[src/rtl/pwrModePkg.sv]
package pwrModePkg;

  typedef enum logic [2:0] {
    MODE_OFF      = 3'd0,
    MODE_STANDBY  = 3'd1,
    MODE_NORMAL   = 3'd2,
    MODE_SLEEP    = 3'd3,
    MODE_OVERTEMP = 3'd4
  } pwrMode_e;

  typedef enum logic [1:0] {
    XCVR_OFF      = 2'd0,
    XCVR_LOWPOWER = 2'd1,
    XCVR_ACTIVE   = 2'd2
  } xcvrState_e;

  localparam logic [1:0] MC_STANDBY = 2'b00;
  localparam logic [1:0] MC_SLEEP   = 2'b01;

  // Strobes from the control FSM to the datapath
  typedef struct packed {
    logic startPulse;
    logic clearPulse;
    logic loadV2;
    logic v2Value;
  } ctrlStrobe_t;

endpackage

[src/rtl/pwrModeCtrl.sv]
module pwrModeCtrl
  import pwrModePkg::*;
(
  input  logic        clk,
  input  logic        rstN,
  input  logic        batAbovePon,
  input  logic        batBelowPoff,
  input  logic        otActivate,
  input  logic        otRelease,
  input  logic        canWake,
  input  logic        localWake,
  input  logic        sysResetReq,
  input  logic        modeWrite,
  input  logic [1:0]  modeField,
  input  logic        pulseActive,
  output pwrMode_e    modeQ,
  output ctrlStrobe_t strobe
);

  pwrMode_e nextMode;
  logic     liveMode;
  logic     anyWake;
  logic     writeOk;

  assign liveMode = (modeQ == MODE_STANDBY) || (modeQ == MODE_NORMAL) ||
                    (modeQ == MODE_SLEEP);
  assign anyWake  = canWake || localWake;
  assign writeOk  = modeWrite && !pulseActive &&
                    ((modeQ == MODE_STANDBY) || (modeQ == MODE_NORMAL));

  // Fixed priority: power-off > overtemp > reset > wake > write
  always_comb begin
    nextMode = modeQ;
    strobe   = '0;
    if (modeQ != MODE_OFF && batBelowPoff) begin
      nextMode          = MODE_OFF;
      strobe.clearPulse = 1'b1;
    end else if (modeQ == MODE_OFF) begin
      if (batAbovePon) begin
        nextMode          = MODE_STANDBY;
        strobe.startPulse = 1'b1;
      end
    end else if (modeQ == MODE_OVERTEMP) begin
      if (otRelease) nextMode = MODE_STANDBY;
    end else if (!liveMode) begin
      nextMode          = MODE_OFF;
      strobe.clearPulse = 1'b1;
    end else if (otActivate) begin
      nextMode = MODE_OVERTEMP;
    end else if (sysResetReq) begin
      nextMode          = MODE_STANDBY;
      strobe.startPulse = 1'b1;
    end else if (modeQ == MODE_SLEEP && anyWake) begin
      nextMode = MODE_STANDBY;
    end else if (writeOk) begin
      case (modeField)
        MC_STANDBY: nextMode = MODE_STANDBY;
        MC_SLEEP:   nextMode = MODE_SLEEP;
        default: begin
          nextMode       = MODE_NORMAL;
          strobe.loadV2  = 1'b1;
          strobe.v2Value = modeField[0];
        end
      endcase
    end
  end

  always_ff @(posedge clk or negedge rstN) begin
    if (!rstN) modeQ <= MODE_OFF;
    else       modeQ <= nextMode;
  end

endmodule

[src/rtl/pwrModeDatapath.sv]
module pwrModeDatapath
  import pwrModePkg::*;
#(
  parameter int RST_CYCLES = 64
) (
  input  logic        clk,
  input  logic        rstN,
  input  ctrlStrobe_t strobe,
  input  pwrMode_e    modeQ,
  input  logic        stbyCanLowPower,
  input  logic        wdDisablePin,
  input  logic        wdModeCtl,
  output logic        pulseActive,
  output logic        v1En,
  output logic        v2En,
  output xcvrState_e  xcvrState,
  output logic        rstOutN,
  output logic        wdRun
);

  localparam int CNT_W = $clog2(RST_CYCLES + 1);
  localparam logic [CNT_W-1:0] CNT_LOAD = CNT_W'(RST_CYCLES);

  logic [CNT_W-1:0] pulseCnt;
  logic             v2Reg;

  generate
    if (RST_CYCLES < 1) begin : gBadWidth
      initial $error("RST_CYCLES must be at least 1");
    end
  endgenerate

  always_ff @(posedge clk or negedge rstN) begin
    if (!rstN)                  pulseCnt <= '0;
    else if (strobe.clearPulse) pulseCnt <= '0;
    else if (strobe.startPulse) pulseCnt <= CNT_LOAD;
    else if (pulseCnt != '0)    pulseCnt <= pulseCnt - 1'b1;
  end

  always_ff @(posedge clk or negedge rstN) begin
    if (!rstN)              v2Reg <= 1'b0;
    else if (strobe.loadV2) v2Reg <= strobe.v2Value;
  end

  assign pulseActive = (pulseCnt != '0);
  assign rstOutN     = !pulseActive && (modeQ != MODE_OFF);

  always_comb begin
    v1En      = 1'b0;
    v2En      = 1'b0;
    xcvrState = XCVR_OFF;
    wdRun     = 1'b0;
    case (modeQ)
      MODE_STANDBY: begin
        v1En      = 1'b1;
        xcvrState = stbyCanLowPower ? XCVR_LOWPOWER : XCVR_OFF;
        wdRun     = !wdDisablePin && wdModeCtl;
      end
      MODE_NORMAL: begin
        v1En      = 1'b1;
        v2En      = v2Reg;
        xcvrState = XCVR_ACTIVE;
        wdRun     = !wdDisablePin;
      end
      MODE_SLEEP:    xcvrState = XCVR_LOWPOWER;
      default:       xcvrState = XCVR_OFF;
    endcase
  end

endmodule

[src/rtl/pwrModeSupervisor.sv]
module pwrModeSupervisor
  import pwrModePkg::*;
#(
  parameter int RST_CYCLES = 64
) (
  input  logic       clk,
  input  logic       rstN,
  input  logic       batAbovePon,
  input  logic       batBelowPoff,
  input  logic       otActivate,
  input  logic       otRelease,
  input  logic       canWake,
  input  logic       localWake,
  input  logic       sysResetReq,
  input  logic       modeWrite,
  input  logic [1:0] modeField,
  input  logic       stbyCanLowPower,
  input  logic       wdDisablePin,
  input  logic       wdModeCtl,
  output logic [2:0] mode,
  output logic       v1En,
  output logic       v2En,
  output logic [1:0] xcvrState,
  output logic       rstOutN,
  output logic       wdRun
);

  pwrMode_e    modeQ;
  ctrlStrobe_t strobe;
  logic        pulseActive;
  xcvrState_e  xcvrQ;

  pwrModeCtrl uCtrl (
    .clk(clk), .rstN(rstN),
    .batAbovePon(batAbovePon), .batBelowPoff(batBelowPoff),
    .otActivate(otActivate), .otRelease(otRelease),
    .canWake(canWake), .localWake(localWake),
    .sysResetReq(sysResetReq), .modeWrite(modeWrite),
    .modeField(modeField), .pulseActive(pulseActive),
    .modeQ(modeQ), .strobe(strobe)
  );

  pwrModeDatapath #(.RST_CYCLES(RST_CYCLES)) uDp (
    .clk(clk), .rstN(rstN), .strobe(strobe), .modeQ(modeQ),
    .stbyCanLowPower(stbyCanLowPower), .wdDisablePin(wdDisablePin),
    .wdModeCtl(wdModeCtl), .pulseActive(pulseActive),
    .v1En(v1En), .v2En(v2En), .xcvrState(xcvrQ),
    .rstOutN(rstOutN), .wdRun(wdRun)
  );

  assign mode      = modeQ;
  assign xcvrState = xcvrQ;

endmodule

[config.mk]
export PLATFORM = sky130hd
export DESIGN_NAME = pwrModeSupervisor
export DESIGN_NICKNAME = d
export VERILOG_FILES = /design/src/rtl/pwrModePkg.sv /design/src/rtl/pwrModeCtrl.sv /design/src/rtl/pwrModeDatapath.sv /design/src/rtl/pwrModeSupervisor.sv
export SDC_FILE = /design/constraint.sdc
export NUM_CORES = 1
export LEC_CHECK = 0
export CORE_UTILIZATION = 59
export CTS_CLUSTER_SIZE = 25
export DETAILED_ROUTE_END_ITERATION = 16
export DONT_BUFFER_PORTS = 1
export PLACE_DENSITY = 0.77
export SLEW_MARGIN = 20
export SYNTH_ARGS = -nofsm -noshare
export SYNTH_HDL_FRONTEND = slang
export SYNTH_SLANG_ARGS = --single-unit
[constraint.sdc]
create_clock -name clk -period 5 [get_ports clk]
set_clock_uncertainty 0.2 [all_clocks]
set_input_delay 1 -clock clk [delete_from_list [all_inputs] [get_ports clk]]
set_output_delay 1 -clock clk [all_outputs]
set_load 0.01 [all_outputs]
* Yosys cells after proc, flatten, opt, wreduce, memory -nomap -nowiden
Cells that the tools add are included.
Storage, ports and cells: bits in registers 11, output and inout port bits 9, input bits 15, word-level logic and storage cells 67
Cells by class: mux-type cells 36, $add $sub $neg 1, reduce and logical (&&, ||, !) cells 19, equality and inequality tests 8
Operator list (count):
- two-way mux 3 bit | 11
- two-way mux 7 bit | 3
- two-way mux 2 bit | 7
- two-way mux 1 bit | 11
- inequality test 8 bit (second input constant) | 1
- nonzero test 7 bit | 1
- subtractor 7 x 1 -> 7 bit (second input constant) | 1
- == test 3 x 2 -> 1 bit (second input constant) | 2
- logical AND 1 bit | 6
- case mux 2 bit (3 select lines) | 1
- nonzero test 3 bit | 2
- two-way mux 4 bit | 1
- inequality test 4 x 2 -> 1 bit (second input constant) | 1
- case mux 2 bit (2 select lines) | 1
- OR reduction 2 bit | 2
- == test 3 x 1 -> 1 bit (second input constant) | 1
- == test 3 bit (second input constant) | 1
- zero test 3 bit | 1
- logical OR 1 bit | 3
- inequality test 3 x 2 -> 1 bit (second input constant) | 1
- AND reduction 3 bit | 1
- == test 2 x 1 -> 1 bit (second input constant) | 1
- zero test 1 bit | 2
- zero test 2 bit | 1
- case mux 1 bit (2 select lines) | 1

* Longest topological paths before layout
depth after elaboration 14, depth in mapped cells 6, depth with buffers taken out 6

* Hierarchy
From an unflattened synthesis, not the netlist that was laid out.
Second synthesis, totals: cell total of the unflattened synthesis 89, area, all modules 775.7 um^2
By module, submodules not included:
- pwrModeDatapath | instances 1, area each 491.7 um^2, cells an instance 55, seq. area each 200.2 um^2
- pwrModeCtrl | instances 1, area each 284.0 um^2, cells an instance 34, seq. area each 75.1 um^2

* Worst setup path before layout
OpenSTA, ideal clock, no wires.
kind flip-flop to output port, start point register uCtrl.modeQ[2], end point output port wdRun, slack 2.341 ns, required time 3.800 ns, data arrival time 1.459 ns, cell stages (with the launch flop) 5, path buffers 1, path through dfrtp_1 -> buf_2 -> nor3b_1 -> nor2_1 -> nor3b_1
Between the ends: longest elaborated chain between the ends 2, elaborated cells between the ends (all ways) 3, those cells by class eq/ne (2); mux (1)
Ends and longest elaborated chain:
- from (decl) | line pwrModeCtrl.sv:16 | output pwrMode_e modeQ,
- from (signal assigned) | line pwrModeCtrl.sv:70 | else modeQ <= nextMode;
- == test 3 x 2 -> 1 bit / == test 3 x 1 -> 1 bit (equally long branches) | line pwrModeDatapath.sv:53 | case (modeQ)
- case mux 1 bit (2 select lines) (*) | line pwrModeDatapath.sv:53
- to (decl) | line pwrModeSupervisor.sv:25 | output logic wdRun
Every way passes the cells marked *; elsewhere a longest branch is shown, timed or not.

* Worst setup path after layout
Ends and elaborated chain as after synthesis.

==> metrics.cfg <==
[outcome]
status = completed

[routing]
wl_per_cell_um = 15.7
drt_wl_total_um = 1660
firstDrtPassIters = 4
vias = 688
drt_iter0_markers = 9
routed_via_density = 6.49
drc = 0
final_antenna_net_count = 0

[critical_path]
worstRegToRegCells = 4
crit_chain = nor3b_1 -> nor2_1 -> nor3b_1
cp_data_required_time_ps = 3800
critPathMaxFanout = 15
regToRegSetupSlack_ps = 2940
rr_endpoint = uCtrl.modeQ[1]$_DFFE_PN0P_
cpPeakStageDelay_ps = 570
crit_type = flop to output pin
cp_common_cell = nor3b_1
worstReg2RegStart = uCtrl.modeQ[2]$_DFFE_PN0P_
critPathCaptureType = output pin
crit_slowest_cell = dfrtp_1
crit_buf_inv = 0
path_delay_family = simple AND/OR/NAND/NOR gates
start_kind = flop
crit_arrival_ps = 1850

[power_and_ir_drop]
powerDensity_nw_per_um2 = 582
switchingPower_uw = 214
leakagePower_nw = 0.339
intPower_uw = 265
p_total_uw = 478
p_sw_share_pct = 44.6
worst_ir_drop_vdd_mv = 0.303
pwr-share-comb_pct = 52.6
p_clk_share_pct = 12.7
seqPwrFrac_pct = 34.7

[clock_network]
cts_buffers = 3
cts_root_buf = clkbuf_4
cts_tree = yes
holdBufCountCts = 0
htree_levels = 1
clk_path_buf_depth = 2
cts.clk_slew.worst_paths_ps = 70
worstSkewPairLatency_ps = 280
clkSinkCount = 11
cts_post_setup_buffers_inserted = 0
ctsResizeCount = 0

[timing]
tightest_slew_ps = 541
setup_tns_ps = 0
relSlewSlack_pct = 63.7
fin_crit_sh_pct = 61.1
setup_violations = 0
fmax_mhz = 328
layout_min_cycle_time_ps = 3050
finalWorstSetupSlack_ps = 1950
drv_slew = 0
hold_slack_ps = 209
hold_viol = 0
rsz0062_at_grt = false

[global_route]
antenna_found_initial = 0
grt_pass1_wl_um = 2530
grt_use_met3_pct = 11.6
gr-usage-met1_pct = 32.1
grt_overflow = 0
gr-usage-met2_pct = 39.2
grt_max_degree = 16
top_usage_layer = met2
groute.usage.overall_pct = 26.4
grt_pass1_vias = 606

[cells_and_area]
layout_common_cells = nor2_1, dfrtp_1, nand2_1, a21oi_1
nets = 110
drive_gt1_share_pct = 8.70
areaGrowthSynthToFinish_pct = 2.02
utilization_pct = 69.3
antenna_cells = 0
layout_commonest_cell = nor2_1
n_fill_cell = 96

[synthesis]
ys_dominant_reg_cell = dfrtp_1
ys_async_sr_fraction_pct = 100
synth-edff-count = 0
yosysWarnings = 0
synth_fa_ha_area_share_pct = 3.11
synth_compound_area_share_pct = 14.4
synth_cells = 92
synthSimpleGateAreaFrac_pct = 34.3
netlist-cell-type-count = 37
avgSynthCellArea_um2 = 8.76
muxShareOfSynthArea_pct = 4.19
synth_top_family_by_area = simple AND/OR/NAND/NOR gates
synthXorXnorAreaFrac_pct = 5.43
syn_nets = 109
synth_area_um2 = 806
synth_largest_area_cell = dfrtp_1
synth_seq_cells = 11
netlist_top_cells_area = dfrtp_1, nor2_1, xnor2_1
synth_top_area_share_pct = 34.2
seq_area_frac_synth_pct = 34.2

[place]
dp_hpwl_um = 1250
gp_congestion = 0.784
pre_cts_ws_ps = 2260
port_buffers = 0

[die]
die_h_um = 39.0
io-pin-count = 24
dieArea_um2 = 1520
core_um2 = 1190
die_w_um = 39.0
initial_core_util_pct = 67.9
fp-row-count = 12

[flow_run]
drv_cap = 0

[min_path]
hold_class = input pin to async pin

layout make-up:
cell class	count	area, um^2	area share (%)
multi-input combinational	75	495	60.3
sequential	11	275	33.5
inverter	2	7.51	0.913
clock buffer	4	26.3	3.20
tap	14	17.5	2.13
registers in the layout, indices dropped and copies added, names as in the netlist:
name and count:
uDp.v2Reg 1, uDp.pulseCnt 7, uCtrl.modeQ 3
metrics by stage:
step	instances	cell area, um^2
2_1_floorplan	92	806
3_3_place_gp	102	796
3_5_place_dp	102	796
4_1_cts	106	822
5_1_grt	106	822
6_report	106	822
how the worst max path moves through the flow:
stage / cells past startpoint / startpoint / slack [ps] / end
floorplan: 4 / uCtrl.modeQ[2]$_DFFE_PN0P_ / 2340 / wdRun
global placement: 3 / uCtrl.modeQ[2]$_DFFE_PN0P_ / 2290 / wdRun
detailed placement: 3 / uCtrl.modeQ[2]$_DFFE_PN0P_ / 2260 / wdRun
CTS: 3 / uCtrl.modeQ[2]$_DFFE_PN0P_ / 1950 / wdRun
global route: 3 / uCtrl.modeQ[2]$_DFFE_PN0P_ / 1780 / wdRun
finish: 3 / uCtrl.modeQ[2]$_DFFE_PN0P_ / 1950 / wdRun
power groups by stage:
stage                     combinational [mW]  clock, mW  sequential [mW]
after floorplan                        0.237          0            0.147
after global placement                 0.244          0            0.164
after detailed placement               0.250          0            0.167
after CTS                              0.252     0.0624            0.165
after global routing                   0.287     0.0672            0.171
final                                  0.252     0.0606            0.166
worst reg2reg max path: cells and delay by family (launching register included):
family,cells,cell delay [ps]
flops,1,570
simple gates,2,460
compound gates,1,390
mux,1,310
synth_stat cells (all sizes together) (2+ instances only):
library cell and count:
nor3b 4, nor2b 3, inv 2, xnor2 4, nor2 20, dfrtp 11
buf 4, nor4 2, mux2 3, nor3 3, ha 2, nand2 6
o21ai 3, a21oi 5, nand3b 2
kinds of logic (layout without fill, tap and decap cells):
kind of cell    after synthesis  count (layout)
buf+inv                       6               6
xor+xnor                      5               5
mux                           3               3
flops                        11              11
simple gates                 49              49
fa+ha+maj                     2               2
compound gates               16              16
routing by layer:
metal | up-vias | share of wire (%)
li1 | 329 | -
met1 | 327 | 43
met2 | 28 | 47
met3 | 4 | 8.5
met4 | 0 | 1.7
met5 | - | 0
No activity file was read; power rests on OpenSTA's default activity.
